--- src/rtl/bcond_pkg.sv ---
package bcond_pkg;

  localparam int unsigned COND_W   = 4;
  localparam int unsigned BASE_W   = COND_W - 1;
  localparam int unsigned NUM_BASE = 1 << BASE_W;

  typedef struct packed {
    logic cf;
    logic zf;
    logic sf;
    logic of;
    logic pf;
  } status_t;

  // Base predicate index = cond_sel[3:1]
  typedef enum logic [BASE_W-1:0] {
    BP_OVF   = 3'd0,
    BP_BELOW = 3'd1,
    BP_EQ    = 3'd2,
    BP_BE    = 3'd3,
    BP_SIGN  = 3'd4,
    BP_PEVEN = 3'd5,
    BP_LT    = 3'd6,
    BP_LE    = 3'd7
  } base_pred_e;

  function automatic logic signed_lt(input status_t s);
    return s.sf ^ s.of;
  endfunction

  function automatic logic signed_le(input status_t s);
    return s.zf | signed_lt(s);
  endfunction

  function automatic logic unsigned_be(input status_t s);
    return s.cf | s.zf;
  endfunction

endpackage

--- src/rtl/bcond_relations.sv ---
module bcond_relations
  import bcond_pkg::*;
(
  input  status_t               st,
  output logic [NUM_BASE-1:0]   base_pred
);

  always_comb begin
    base_pred           = '0;
    base_pred[BP_OVF]   = st.of;
    base_pred[BP_BELOW] = st.cf;
    base_pred[BP_EQ]    = st.zf;
    base_pred[BP_BE]    = unsigned_be(st);
    base_pred[BP_SIGN]  = st.sf;
    base_pred[BP_PEVEN] = st.pf;
    base_pred[BP_LT]    = signed_lt(st);
    base_pred[BP_LE]    = signed_le(st);
  end

endmodule

--- src/rtl/bcond_select.sv ---
module bcond_select
  import bcond_pkg::*;
(
  input  logic [NUM_BASE-1:0] base_pred,
  input  logic [COND_W-1:0]   cond_sel,
  output logic                pred_base,
  output logic                taken
);

  logic [BASE_W-1:0] base_idx;
  logic              invert;

  assign base_idx = cond_sel[COND_W-1:1];
  assign invert   = cond_sel[0];

  always_comb begin
    pred_base = 1'b0;
    for (int i = 0; i < NUM_BASE; i++) begin
      if (base_idx == BASE_W'(i)) pred_base = base_pred[i];
    end
  end

  assign taken = pred_base ^ invert;

endmodule

--- src/rtl/bcond_stage.sv ---
module bcond_stage #(
  parameter int unsigned DATA_W = 1
) (
  input  logic              clk,
  input  logic              rst_n,
  input  logic              in_valid,
  input  logic [DATA_W-1:0] in_data,
  output logic              out_valid,
  output logic [DATA_W-1:0] out_data
);

  always_ff @(posedge clk or negedge rst_n) begin
    if (!rst_n) begin
      out_valid <= 1'b0;
      out_data  <= '0;
    end else begin
      out_valid <= in_valid;
      if (in_valid) out_data <= in_data;
    end
  end

endmodule

--- src/rtl/branch_cond_eval.sv ---
module branch_cond_eval
  import bcond_pkg::*;
(
  input  logic        clk,
  input  logic        rst_n,
  input  logic        req_valid,
  input  logic        st_carry,
  input  logic        st_zero,
  input  logic        st_sign,
  input  logic        st_ovf,
  input  logic        st_parity,
  input  logic [3:0]  cond_sel,
  output logic        res_valid,
  output logic        res_taken
);

  status_t             st;
  logic [NUM_BASE-1:0] base_pred;
  logic                pred_base;
  logic                taken_comb;

  assign st = '{cf: st_carry, zf: st_zero, sf: st_sign, of: st_ovf, pf: st_parity};

  bcond_relations u_rel (
    .st        (st),
    .base_pred (base_pred)
  );

  bcond_select u_sel (
    .base_pred (base_pred),
    .cond_sel  (cond_sel),
    .pred_base (pred_base),
    .taken     (taken_comb)
  );

  bcond_stage #(.DATA_W(1)) u_stage (
    .clk       (clk),
    .rst_n     (rst_n),
    .in_valid  (req_valid),
    .in_data   (taken_comb),
    .out_valid (res_valid),
    .out_data  (res_taken)
  );

  // outputs cleared while reset is held
  always_comb begin
    if (!rst_n) begin
      assert_reset_clear_R1: assert (res_valid == 1'b0 && res_taken == 1'b0);
    end
  end

  assert_valid_follows_R2: assert property (@(posedge clk) disable iff (!rst_n)
    req_valid |=> res_valid);

  assert_idle_no_valid_R12: assert property (@(posedge clk) disable iff (!rst_n)
    !req_valid |=> !res_valid);

  assert_idle_hold_R12: assert property (@(posedge clk) disable iff (!rst_n)
    !req_valid |=> $stable(res_taken));

  assert_below_carry_R4: assert property (@(posedge clk) disable iff (!rst_n)
    (req_valid && cond_sel == 4'd2) |=> (res_taken == $past(st_carry)));

  assert_equal_zero_R5: assert property (@(posedge clk) disable iff (!rst_n)
    (req_valid && cond_sel == 4'd5) |=> (res_taken == !$past(st_zero)));

  assert_signed_less_R9: assert property (@(posedge clk) disable iff (!rst_n)
    (req_valid && cond_sel == 4'd12) |=> (res_taken == ($past(st_sign) != $past(st_ovf))));

  assert_signed_greater_R10: assert property (@(posedge clk) disable iff (!rst_n)
    (req_valid && cond_sel == 4'd15) |=>
      (res_taken == (!$past(st_zero) && ($past(st_sign) == $past(st_ovf)))));

endmodule

--- config.mk ---
export PLATFORM = sky130hd
export DESIGN_NAME = branch_cond_eval
export DESIGN_NICKNAME = d
export VERILOG_FILES = /design/src/rtl/bcond_pkg.sv /design/src/rtl/bcond_relations.sv /design/src/rtl/bcond_select.sv /design/src/rtl/bcond_stage.sv /design/src/rtl/branch_cond_eval.sv
export SDC_FILE = /design/constraint.sdc
export NUM_CORES = 1
export LEC_CHECK = 0
export BUFFER_PORTS_ARGS = -buffer_cell sky130_fd_sc_hd__clkbuf_2
export CAP_MARGIN = 20
export CORE_AREA = 2 2 39 41
export CTS_BUF_LIST = sky130_fd_sc_hd__clkbuf_8
export CTS_CLUSTER_DIAMETER = 40
export DETAILED_ROUTE_END_ITERATION = 16
export DIE_AREA = 0 0 41 43
export GPL_TIMING_DRIVEN = 0
export PLACE_DENSITY = 0.42
export SKIP_CTS_REPAIR_TIMING = 1
export SLEW_MARGIN = 20
export SYNTH_ARGS = -nofsm -noshare
export SYNTH_HDL_FRONTEND = slang
export SYNTH_SLANG_ARGS = --single-unit
--- constraint.sdc ---
create_clock -name clk -period 0.8 [get_ports clk]
set_input_delay 0 -clock clk [delete_from_list [all_inputs] [get_ports clk]]
set_output_delay 0 -clock clk [all_outputs]
set_load 0.02 [all_outputs]
==> results.yml, run 1 <==
logic_synthesis:
  ys_seq_elements: 2
  synth.yosys.warnings: 0
  post_synth_num_cell_types: 16
  netlist_area_um2: 160
  syn_inst: 19
  syn_avg_cell_area_um2: 8.43
  seq_area_frac_synth: 0.313
  syn-num-nets: 31
clock_network:
  cts_sinks: 2
  cts-root-buf: "clkbuf_8"
  cts_buffers: 3
  clk_path_buf_depth: 2
  clk_latency_ns: 0.21
  path_clk_slew_ns: 0.03
  cts_tree: "done"
  htreeDepth: 1
outcome:
  violations: "setup timing"
  outcome: "finished, violations left"
setup_path:
  cp_max_fo: 5
  r2r_start: "u_stage.out_data"
  reg2regPathDepth: 2
  critPathRequiredTime_ns: 0.91
  crit_arrival_ns: 1.01
  critical_path_class: "primary input to flip-flop"
  r2r-end: "u_stage.out_data"
  crit_path_end_kind: "flip-flop"
  r2r_slack_ns: 0.19
  critPathLaunchType: "primary input"
pwr:
  swShare: 0.220
  p_sw_mw: 0.141
  p_clk_frac: 0.609
  p_seq_frac: 0.181
  p_int_mw: 0.499
  p_comb_frac: 0.210
  p_leak_nw: 0.159
  p_total_mw: 0.640
  p_per_area_nw_per_um2: 1870
  ir_worst_vdd_mv: 0.643
timing:
  fin_skew_ns: 0
  max_freq_mhz: 1120
  setup-violations-final: 1
  hold_viol_final: 0
  setup_slack_ns: -0.0965
  layout_min_cycle_time_ns: 0.896
  slew_headroom: 0.740
  timing.final.crit_share: 1.12
  finalMaxSlewViolations: 0
  tightest_slew_ns: 0.390
  rsz0062_at_grt: "yes"
drt:
  via_per_inst: 3.98
  vias: 215
  drc: 0
  routedWlPerCell_um: 9.09
  wirelength_um: 491
  dr.pass1.iters: 3
  drtAntennaViolNets: 0
  drt-initial-drc-count: 2
placed_design:
  post_dp_cell_area_um2: 245
  place_hpwl_um: 361
  port_buffers: 13
  place_congestion: 0.613
layout:
  fin_nets: 52
  diodes: 0
  drive_above_1_share: 0.526
  postLayoutCoreUtil: 0.248
  seq_area_um2: 50.0
  fillers: 153
  syn2layout_area_growth_pct: 114
  multi_input_area_um2: 121
  postLayoutCellArea_um2: 343
floorplanning:
  die_h_um: 43
  die-area_um2: 1760
  placement_rows: 14
  die_x_um: 41
  boundaryPins: 14
  start_util: 0.116
  core-area_um2: 1380
job:
  maxCapViolCount: 0
grt:
  grt_max_degree: 7
  track_usage: 0.0521
  grt_pass1_vias: 195
  grt_pass1_wl_um: 627
  grt_antenna_before_repair: 0
  gr-total-overflow: 0
min_path:
  hold_path_depth: 3
  holdCritPathClass: "primary input to flip-flop"
  min-delay-start: "req_valid"
  hold_end: "u_stage.out_data"
==> power groups by stage <==
stage / clock network, mW / registers [mW] / logic [mW]
floorplan: 0 / 0.129 / 0.0373
global placement: 0 / 0.117 / 0.104
detailed placement: 0 / 0.117 / 0.104
CTS: 0.398 / 0.116 / 0.104
global route: 0.412 / 0.117 / 0.144
finish: 0.389 / 0.116 / 0.135
==> cells in the mapped netlist <==
library cell  number  share of area
nor3_1             1          0.031
inv_2              1          0.023
dfrtp_1            2           0.31
mux2i_1            1          0.063
xnor2_1            1          0.055
a21oi_1            1          0.031
a21boi_1           1          0.047
nand3_1            1          0.031
nand2_1            2          0.047
o21ai_0            2          0.063
o41a_1             1          0.070
or2b_1             1          0.047
o31ai_1            1          0.047
a2111oi_0          1          0.055
and4_1             1          0.055
inv_1              1          0.023
==> worst max path at each step <==
stage	end	startpoint	slack, ns
6_report	u_stage.out_data	cond_sel[3]	-0.1
4_1_cts	u_stage.out_data	cond_sel[3]	-0.15
5_1_grt	u_stage.out_data	cond_sel[3]	-0.15
3_3_place_gp	u_stage.out_data	cond_sel[3]	-0.37
2_1_floorplan	u_stage.out_data	cond_sel[3]	-0.05
3_5_place_dp	u_stage.out_data	cond_sel[3]	-0.37
==> kinds of logic (layout without fill, tap and decap cells) <==
group / count (synthesis) / after routing / share of synthesized area
DFF: 2 / 2 / 0.313
muxes: 1 / 1 / 0.0625
and+or+nand+nor: 6 / 6 / 0.211
AOI/OAI and AO/OA: 7 / 7 / 0.313
buffers and inverters: 2 / 21 / 0.0468
xor gates and xnor gates: 1 / 1 / 0.0547
==> per-layer routing <==
layer / GRT usage / routed length [um] / vias up
met5: 0 / 0 / -
met4: 0.0400 / 0 / 0
met3: 0.0157 / 0 / 0
met2: 0.0906 / 341 / 0
met1: 0.0447 / 150 / 105
li1: - / - / 110
==> registers in the layout, indices dropped and copies added (netlist names) <==
name               count
u_stage.out_data       1
u_stage.out_valid      1
==> per-stage QoR <==
| step | worst slack (ns) | setup TNS, ns | hold WS [ns] | instances |
|---|---|---|---|---|
| floorplan | -0.0529 | -0.0529 | -0.296 | 19 |
| global placement | -0.373 | -0.373 | -0.212 | 48 |
| detailed placement | -0.366 | -0.366 | -0.212 | 48 |
| CTS | -0.153 | -0.153 | -0.429 | 51 |
| global route | -0.154 | -0.154 | 0.0734 | 54 |
| finish | -0.0965 | -0.0965 | 0.0587 | 54 |
==> final cells by class <==
type | instances | area share
flip-flops and latches | 2 | 0.146
inverters | 2 | 0.0219
clock buffers | 3 | 0.120
repair buffers | 16 | 0.299
multi-input cells | 15 | 0.354
well taps | 16 | 0.0584
==> cell usage in the layout, fill, tap and decap left out, drive strengths merged <==
master and instances:
a2111oi 1, a21oi 1, inv 2, and4 1, dfrtp 2, clkbuf 15, nand2 2, buf 2
o31ai 1, nand3 1, o21ai 2, or2b 1, mux2i 1, dlygate4sd3 2, xnor2 1, o41a 1
nor3 1, a21boi 1
==> critical path: stages <==
cell	delay (ns)
buf_8	0.09
mux2i_4	0.22
nor3_2	0.06
o41a_1	0.41
o31ai_1	0.22
Power figures use the tool's default switching activity.
==> run 2, diff against run 1 <==
--- a/config.mk
+++ b/config.mk
@@ -14,6 +14,7 @@
 export DIE_AREA = 0 0 41 43
 export GPL_TIMING_DRIVEN = 0
 export PLACE_DENSITY = 0.42
+export RECOVER_POWER = 25
 export SKIP_CTS_REPAIR_TIMING = 1
 export SLEW_MARGIN = 20
 export SYNTH_ARGS = -nofsm -noshare
==> results.yml, run 2 (synthesis gave the netlist of run 1 again) <==
floorplanning:
  die_x_um: 41
  core-area_um2: 1380
  placement_rows: 14
  die-area_um2: 1760
  start_util: 0.116
  boundaryPins: 14
  die_h_um: 43
pwr:
  p_leak_nw: 0.156
  p_per_area_nw_per_um2: 1870
  p_total_mw: 0.639
  ir_worst_vdd_mv: 0.643
timing:
  timing.final.crit_share: 1.12
  finalMaxSlewViolations: 0
  layout_min_cycle_time_ns: 0.896
  fin_skew_ns: 0
  rsz0062_at_grt: "yes"
  hold_viol_final: 0
  whs_ns: 0.0586
  tightest_slew_ns: 0.390
  slew_headroom: 0.740
  setup_slack_ns: -0.0964
  max_freq_mhz: 1120
  setup-violations-final: 1
setup_path:
  critPathRequiredTime_ns: 0.91
  critical_path_class: "primary input to flip-flop"
  cp_cell_sequence: "buf_8 > mux2i_4 > nor3_2 > o41a_1 > o31ai_1"
  cp_max_fo: 5
  critPathLaunchType: "primary input"
  cp_slowest_cell: "o41a_1"
  crit_arrival_ns: 1.01
  crit_path_end_kind: "flip-flop"
  critPathMaxStageDelay_ns: 0.41
outcome:
  outcome: "finished, violations left"
  violations: "setup timing"
drt:
  dr.pass1.iters: 3
  drc: 0
  wirelength_um: 491
  routedWlPerCell_um: 9.09
  drt-initial-drc-count: 2
  via_per_inst: 3.98
  drtAntennaViolNets: 0
  vias: 215
clock_network:
  clk_path_buf_depth: 2
  cts_buffers: 3
  cts-root-buf: "clkbuf_8"
  htreeDepth: 1
  clk_latency_ns: 0.21
  cts_tree: "done"
  path_clk_slew_ns: 0.03
  cts_sinks: 2
layout:
  drive_above_1_share: 0.500
  postLayoutCoreUtil: 0.247
  syn2layout_area_growth_pct: 113
  final_common_cell: "clkbuf_2"
  final_cell_mix: "clkbuf_2 (11), clkbuf_8 (3), nand2_1 (2), dlygate4sd3_1 (2), dfrtp_1 (2)"
  reg.largest.list: "u_stage.out_data: 1 flops, u_stage.out_valid: 1 flops"
  diodes: 0
  fin_nets: 52
grt:
  gr-total-overflow: 0
  grt_max_degree: 7
  grt_pass1_vias: 195
  grt_antenna_before_repair: 0
  track_usage: 0.0521
  grt_pass1_wl_um: 627
placed_design:
  place_congestion: 0.613
  port_buffers: 13
  place_hpwl_um: 361
min_path:
  holdCritPathClass: "primary input to flip-flop"
job:
  maxCapViolCount: 0
==> run 2: cell type report <==
| class | count | area, um^2 |
|---|---|---|
| fill | 154 | 1040 |
| sequential | 2 | 50.0 |
| tap | 16 | 20.0 |
| timing repair buffer | 16 | 101 |
| multi-input combinational | 15 | 121 |
| inverter | 2 | 7.51 |
| clock buffer | 3 | 41.3 |
==> run 2: report_power, final <==
part / switching, mW / total, mW / internal (mW)
registers: 0.00418 / 0.116 / 0.112
logic: 0.0645 / 0.134 / 0.0695
clock network: 0.0721 / 0.390 / 0.318
total: 0.141 / 0.639 / 0.499
==> run 2: per-stage QoR <==
stage          setup slack [ns]  setup TNS [ns]  cells  area, um^2
6_report                -0.0964         -0.0964     54         342
5_1_grt                  -0.154          -0.154     54         342
4_1_cts                  -0.153          -0.153     51         287
3_5_place_dp             -0.366          -0.366     48         245
3_3_place_gp             -0.373          -0.373     48         245
2_1_floorplan           -0.0529         -0.0529     19         160
==> run 2: path summary, 6_finish.rpt <==
check                      cells past startpoint  slack [ns]        startpoint           endpoint
max                                            5        -0.1       cond_sel[3]   u_stage.out_data
min                                            3        0.06         req_valid   u_stage.out_data
max reg2reg                                    2        0.19  u_stage.out_data   u_stage.out_data
min reg2reg                                    2        0.48  u_stage.out_data   u_stage.out_data
max in group asynchronous                      2        0.57             rst_n  u_stage.out_valid
min in group asynchronous                      2        0.11             rst_n   u_stage.out_data
==> run 2: routing by layer <==
layer,vias to the layer above,track usage,share of wire
li1,110,-,-
met1,105,0.0447,0.31
met2,0,0.0906,0.69
met3,0,0.0157,0
met4,0,0.0400,0
met5,-,0,0
==> run 2: worst max-delay path: cells and delay by family <==
kind	cells	cell delay, ns
muxes	1	0.22
AOI/OAI and AO/OA	2	0.63
buffers and inverters	1	0.09
and+or+nand+nor	1	0.06
